<file path="src/rtl/clkdiv_pkg.sv">
package clkdiv_pkg;

  localparam int unsigned NF_W      = 9;         // divider field width
  localparam int unsigned MODE_W    = 9;         // mode word width
  localparam int unsigned DIVISOR_W = NF_W + 1;  // holds field + 2
  localparam int unsigned PRE_RW    = 3;         // holds prescale up to 4
  localparam int unsigned DIV_OFFSET = 2;

  // mode word bit positions (decoded by cfg register)
  localparam int unsigned MB_CHAIN = 0;
  localparam int unsigned MB_PRE   = 1;
  localparam int unsigned MB_HALF  = 2;

  typedef struct packed {
    logic            chain_bypass;
    logic            pre_bypass;
    logic            pre_half;
    logic [NF_W-1:0] n_field;
  } div_cfg_t;

  localparam div_cfg_t CFG_DEFAULT = '{
    chain_bypass: 1'b0,
    pre_bypass:   1'b1,
    pre_half:     1'b0,
    n_field:      '0
  };

  function automatic logic [DIVISOR_W-1:0] divisor_of(input logic [NF_W-1:0] f);
    return {1'b0, f} + DIVISOR_W'(DIV_OFFSET);
  endfunction

  function automatic logic [DIVISOR_W-1:0] high_len_of(input logic [DIVISOR_W-1:0] d);
    return d >> 1;
  endfunction

  function automatic logic [PRE_RW-1:0] prescale_of(input div_cfg_t c);
    if (c.chain_bypass || c.pre_bypass) return PRE_RW'(1);
    else if (c.pre_half)                return PRE_RW'(2);
    else                                return PRE_RW'(4);
  endfunction

  function automatic div_cfg_t decode_words(input logic [MODE_W-1:0] m,
                                            input logic [NF_W-1:0]   d);
    div_cfg_t c;
    c.chain_bypass = m[MB_CHAIN];
    c.pre_bypass   = m[MB_PRE];
    c.pre_half     = m[MB_HALF];
    c.n_field      = d;
    return c;
  endfunction

endpackage

</file>
<file path="src/rtl/clkdiv_cfg_reg.sv">
module clkdiv_cfg_reg
  import clkdiv_pkg::*;
(
  input  logic              clk_i,
  input  logic              rst_ni,
  input  logic              load_i,
  input  logic [MODE_W-1:0] mode_word_i,
  input  logic [NF_W-1:0]   div_word_i,
  output div_cfg_t          cfg_o
);

  div_cfg_t cfg_q;

  always_ff @(posedge clk_i or negedge rst_ni) begin
    if (!rst_ni)     cfg_q <= CFG_DEFAULT;
    else if (load_i) cfg_q <= decode_words(mode_word_i, div_word_i);
  end

  assign cfg_o = cfg_q;

  // configuration only changes at a load edge
  assert_cfg_hold_R6: assert property (@(posedge clk_i) disable iff (!rst_ni)
    !load_i |=> $stable(cfg_q));

endmodule

</file>
<file path="src/rtl/clkdiv_prescaler.sv">
module clkdiv_prescaler
  import clkdiv_pkg::*;
(
  input  logic              clk_i,
  input  logic              rst_ni,
  input  logic              restart_i,
  input  logic [PRE_RW-1:0] ratio_i,
  output logic              tick_o
);

  logic [PRE_RW-1:0] pre_cnt_q;
  logic              last_slot;

  assign last_slot = (pre_cnt_q == ratio_i - PRE_RW'(1));
  assign tick_o    = last_slot && !restart_i;

  always_ff @(posedge clk_i or negedge rst_ni) begin
    if (!rst_ni)        pre_cnt_q <= '0;
    else if (restart_i) pre_cnt_q <= '0;
    else if (last_slot) pre_cnt_q <= '0;
    else                pre_cnt_q <= pre_cnt_q + PRE_RW'(1);
  end

  assert_pre_cnt_range_R2: assert property (@(posedge clk_i) disable iff (!rst_ni)
    pre_cnt_q < ratio_i);

  // with a prescale above 1, ticks are never back to back
  assert_pre_tick_spacing_R2: assert property (@(posedge clk_i) disable iff (!rst_ni)
    (tick_o && ratio_i > PRE_RW'(1)) |=> !tick_o);

endmodule

</file>
<file path="src/rtl/clkdiv_divider.sv">
module clkdiv_divider
  import clkdiv_pkg::*;
(
  input  logic            clk_i,
  input  logic            rst_ni,
  input  logic            restart_i,
  input  logic            tick_i,
  input  logic [NF_W-1:0] n_field_i,
  output logic            div_o,
  output logic            rise_evt_o
);

  logic [DIVISOR_W-1:0] n_div, hi_len, cnt_q, cnt_next;
  logic                 wrap;
  logic                 div_q;

  assign n_div    = divisor_of(n_field_i);
  assign hi_len   = high_len_of(n_div);
  assign wrap     = (cnt_q == '0);
  assign cnt_next = wrap ? (n_div - DIVISOR_W'(1)) : (cnt_q - DIVISOR_W'(1));
  assign rise_evt_o = tick_i && wrap && !restart_i;

  always_ff @(posedge clk_i or negedge rst_ni) begin
    if (!rst_ni) begin
      cnt_q <= '0;
      div_q <= 1'b0;
    end else if (restart_i) begin
      cnt_q <= '0;
      div_q <= 1'b0;
    end else if (tick_i) begin
      cnt_q <= cnt_next;
      div_q <= (cnt_next >= (n_div - hi_len));
    end
  end

  assign div_o = div_q;

  assert_div_cnt_range_R1: assert property (@(posedge clk_i) disable iff (!rst_ni)
    cnt_q < n_div);

  // a high phase only begins on a prescaler tick
  assert_rise_on_tick_R5: assert property (@(posedge clk_i) disable iff (!rst_ni)
    $rose(div_q) |-> $past(tick_i));

  // restart forces the output low
  assert_restart_low_R6: assert property (@(posedge clk_i) disable iff (!rst_ni)
    restart_i |=> !div_q);

endmodule

</file>
<file path="src/rtl/clkdiv_gate.sv">
module clkdiv_gate (
  input  logic clk_i,
  input  logic rst_ni,
  input  logic restart_i,
  input  logic phase_start_i,
  input  logic en_i,
  output logic gate_o
);

  logic gate_q;

  always_ff @(posedge clk_i or negedge rst_ni) begin
    if (!rst_ni)            gate_q <= 1'b0;
    else if (restart_i)     gate_q <= 1'b0;
    else if (phase_start_i) gate_q <= en_i;
  end

  assign gate_o = gate_q;

  // gate opens only at the start of a high phase
  assert_gate_open_at_phase_R8: assert property (@(posedge clk_i) disable iff (!rst_ni)
    $rose(gate_q) |-> $past(phase_start_i));

  // gate closes only at a phase start or a restart
  assert_gate_close_at_phase_R8: assert property (@(posedge clk_i) disable iff (!rst_ni)
    $fell(gate_q) |-> $past(phase_start_i || restart_i));

endmodule

</file>
<file path="src/rtl/clkdiv_chain.sv">
module clkdiv_chain
  import clkdiv_pkg::*;
#(
  parameter int unsigned MODE_BITS = MODE_W,
  parameter int unsigned FIELD_BITS = NF_W
) (
  input  logic                  clk_i,
  input  logic                  rst_ni,
  input  logic                  load_i,
  input  logic [MODE_BITS-1:0]  mode_word_i,
  input  logic [FIELD_BITS-1:0] div_word_i,
  input  logic                  out_en_i,
  output logic                  clk_div_o,
  output logic                  clk_gated_o
);

  div_cfg_t          cfg;
  logic [PRE_RW-1:0] ratio;
  logic              pre_tick;
  logic              div_q;
  logic              div_rise;
  logic              phase_start;
  logic              gate_open;

  clkdiv_cfg_reg u_cfg (
    .clk_i       (clk_i),
    .rst_ni      (rst_ni),
    .load_i      (load_i),
    .mode_word_i (MODE_W'(mode_word_i)),
    .div_word_i  (NF_W'(div_word_i)),
    .cfg_o       (cfg)
  );

  assign ratio = prescale_of(cfg);

  clkdiv_prescaler u_pre (
    .clk_i     (clk_i),
    .rst_ni    (rst_ni),
    .restart_i (load_i),
    .ratio_i   (ratio),
    .tick_o    (pre_tick)
  );

  clkdiv_divider u_div (
    .clk_i      (clk_i),
    .rst_ni     (rst_ni),
    .restart_i  (load_i),
    .tick_i     (pre_tick),
    .n_field_i  (cfg.n_field),
    .div_o      (div_q),
    .rise_evt_o (div_rise)
  );

  // in whole-chain bypass every non-load edge starts a high phase
  assign phase_start = !load_i && (cfg.chain_bypass || div_rise);

  clkdiv_gate u_gate (
    .clk_i         (clk_i),
    .rst_ni        (rst_ni),
    .restart_i     (load_i),
    .phase_start_i (phase_start),
    .en_i          (out_en_i),
    .gate_o        (gate_open)
  );

  assign clk_div_o   = cfg.chain_bypass ? clk_i : div_q;
  assign clk_gated_o = clk_div_o & gate_open;

  // default configuration holds until the first load
  assert_reset_default_R7: assert property (@(posedge clk_i) disable iff (!rst_ni)
    $past(!rst_ni) |-> (cfg == CFG_DEFAULT));

endmodule

</file>
<file path="config.mk">
export PLATFORM = sky130hd
export DESIGN_NAME = clkdiv_chain
export DESIGN_NICKNAME = d
export VERILOG_FILES = /design/src/rtl/clkdiv_pkg.sv /design/src/rtl/clkdiv_cfg_reg.sv /design/src/rtl/clkdiv_prescaler.sv /design/src/rtl/clkdiv_divider.sv /design/src/rtl/clkdiv_gate.sv /design/src/rtl/clkdiv_chain.sv
export SDC_FILE = /design/constraint.sdc
export NUM_CORES = 1
export LEC_CHECK = 0
export CORE_MARGIN = 4
export CORE_UTILIZATION = 64
export DETAILED_ROUTE_END_ITERATION = 10
export DONT_BUFFER_PORTS = 1
export GPL_ROUTABILITY_DRIVEN = 0
export PLACE_DENSITY = 0.77
export SKIP_CTS_REPAIR_TIMING = 1
export SLEW_MARGIN = 20
export SYNTH_ARGS = -nofsm -noshare
export SYNTH_HDL_FRONTEND = slang
export SYNTH_SLANG_ARGS = --single-unit
</file>
<file path="constraint.sdc">
create_clock -name clk_i -period 4.4 [get_ports clk_i]
set_input_delay 0.66 -clock clk_i [delete_from_list [all_inputs] [get_ports clk_i]]
set_output_delay 0.66 -clock clk_i [all_outputs]
set_load 0.02 [all_outputs]
</file>
==> results.json <==
{
  "status": "complete, no violations",
  "syn-mean-instance-area_sq_um": 8.56,
  "final_cell_mix": "dfrtp_1 (26), nor2_1 (24), nand2_1 (18), ha_1 (18)",
  "antenna_found_initial": 0,
  "layout_commonest_cell": "dfrtp_1",
  "drcViolationCount": 0,
  "crit_type": "flip-flop to flip-flop",
  "use_met2_pct": 39.3,
  "powerDensity_nw_per_um2": 630,
  "grtUsageMet3_pct": 6.65,
  "p_leak_uw": 0.00107,
  "worstSetupStartpointType": "flip-flop",
  "io_pins": 24,
  "syn_inst": 277,
  "synth_async_sr_flop_share_pct": 100,
  "tightest_slew_ps": 1040,
  "grt_max_degree": 35,
  "path_buf_inv": 1,
  "layout-drive-gt1-share_pct": 12.7,
  "ys_warn_count": 0,
  "die_h_microns": 68.9,
  "slowest_delay_ps": 420,
  "hold_class": "input port to async pin",
  "grt_pass1_vias": 1849,
  "finalWorstSetupSlack_ps": 386,
  "cap_violations": 0,
  "cp_slowest_cell": "maj3_1",
  "num_rows": 21,
  "grt_busiest_layer": "met2",
  "post-route-period-util_pct": 91.2,
  "post-place-ws_ps": 271,
  "final.min_clock_period_ps": 4010,
  "critPathMostFrequentCell": "ha_1",
  "io_buffers": 0,
  "area_delta_synth_final_pct": 5.80,
  "crit_chain": "ha_1 -> xor2_2 -> inv_1 -> ha_1 -> a21oi_1 -> o21ai_0 -> maj3_1 -> a21oi_1 -> mux2i_1 -> xnor2_1 -> ha_1 -> nand4_1 -> o311a_1 -> a211oi_1",
  "path_max_fanout": 7,
  "total_power_uw": 1580,
  "rsz0062_at_grt": "false",
  "hpwl_mm": 3.91,
  "critPathLaunch": "u_cfg.cfg_o[1]$_DFFE_PN0P_",
  "tns_ps": 0,
  "reg2reg_from": "u_cfg.cfg_o[1]$_DFFE_PN0P_",
  "required_ps": 4700,
  "synth_flop_cell": "dfrtp_1",
  "dieWidth_microns": 68.9,
  "first_pass_iters": 4,
  "grt_usage_pct": 25.3,
  "synth.net_count": 317,
  "core_sq_um": 3470,
  "synth_cell_types": 58,
  "fmax_mhz": 249,
  "slew_violations": 0,
  "cts_tree": "done",
  "clock_latency_ps": 390,
  "vias": 2067,
  "die-area_sq_um": 4740,
  "met1_usage_pct": 33.2,
  "ys_ff_latch": 27,
  "cp-end-kind": "flip-flop",
  "via_per_inst": 6.44,
  "drt-total-wl_mm": 5.47,
  "nets": 316,
  "num_antenna_cells": 0,
  "clk_pin_slew_ps": 100,
  "wl_per_cell_microns": 17.0,
  "synth_area_sq_um": 2370,
  "synth_edf_count": 0,
  "arrival_ps": 4320,
  "setup_viol": 0,
  "slew_headroom_pct": 30.5,
  "seq_area_frac_synth_pct": 28.5,
  "irDropWorstVdd_mv": 0.460,
  "overflow": 0,
  "ant_nets": 0,
  "initial_core_util_pct": 68.4,
  "fin_worst_skew_ps": 1.96,
  "path_delay_family": "adder cells",
  "finalHoldViolCount": 0,
  "grt_pass1_wl_mm": 8.65,
  "drt-initial-drc-count": 181
}
-- cell type report --
cell class	instances	area (sq um)
well taps	46	57.6
fillers	295	958
clock inverters	1	7.51
flip-flops and latches	27	677
multi-input cells	222	1580
inverters	13	48.8
clock buffers	6	82.6
repair buffers	6	57.6
-- power breakdown --
group	internal (uW)	total, uW	switching [uW]
Clock	129	242	114
Sequential	295	355	59.6
Combinational	434	983	549
-- cell families after synthesis --
group	share of synthesized area, %
simple gates	19.4
xor+xnor	8.49
flops	28.5
fa+ha+maj	10.3
compound gates	21.3
mux	6.75
buf+inv	5.22
-- through the flow --
step           std cells  instance area [sq um]  hold WS (ps)  utilization, %
6_report             321                   2510          73.3            72.4
2_1_floorplan        277                   2370           364               -
3_3_place_gp         313                   2390           365            69.0
3_5_place_dp         313                   2390           365            69.0
5_1_grt              321                   2510          65.9            72.4
4_1_cts              320                   2480         -51.5            71.6
-- synth_stat cells, types with 5 or more instances --
library cell   n  area [sq um]
mux2i_1        7          70.1
mux2_2         8          90.1
nor2_1        24          90.1
clkbuf_1       7          26.3
inv_1         13          48.8
nor3_1        14          70.1
dfrtp_1       26           651
ha_1          18           225
xnor2_1       17           149
buf_2          5          25.0
a21o_1         5          37.5
a211oi_1       8          60.1
xor2_1         6          52.6
o21ai_0       14          70.1
nand2_1       18          67.6
a21oi_1       17          85.1
-- worst paths after layout --
| kind | slack (ps) | depth (start not counted) | to |
|---|---|---|---|
| setup / recovery | 390 | 14 | u_div.div_o$_DFFE_PN0P_ |
| setup reg to reg | 390 | 14 | u_div.div_o$_DFFE_PN0P_ |
| min in group clk_i | 320 | 1 | u_div.cnt_q[6]$_DFFE_PN0P_ |
| hold / removal | 70 | 1 | u_cfg.cfg_o[2]$_DFFE_PN0P_ |
| hold reg to reg | 490 | 1 | u_pre.pre_cnt_q[0]$_DFF_PN0_ |
| max in group asynchronous | 4180 | 1 | u_div.cnt_q[7]$_DFFE_PN0P_ |
-- sequential cells by signal, summed over array words and instances, names as in the netlist --
register	count
u_cfg.cfg_o	12
u_div.cnt_q	10
u_pre.pre_cnt_q	3
u_div.div_o	1
u_gate.gate_o	1
-- layer usage --
metal | part of all wire (%) | vias to the layer above
met5 | 0 | -
met3 | 6.1 | 13
met2 | 48 | 64
li1 | - | 1008
met1 | 44 | 982
met4 | 1.8 | 0
Note: power is estimated with default switching activity, not from simulation.
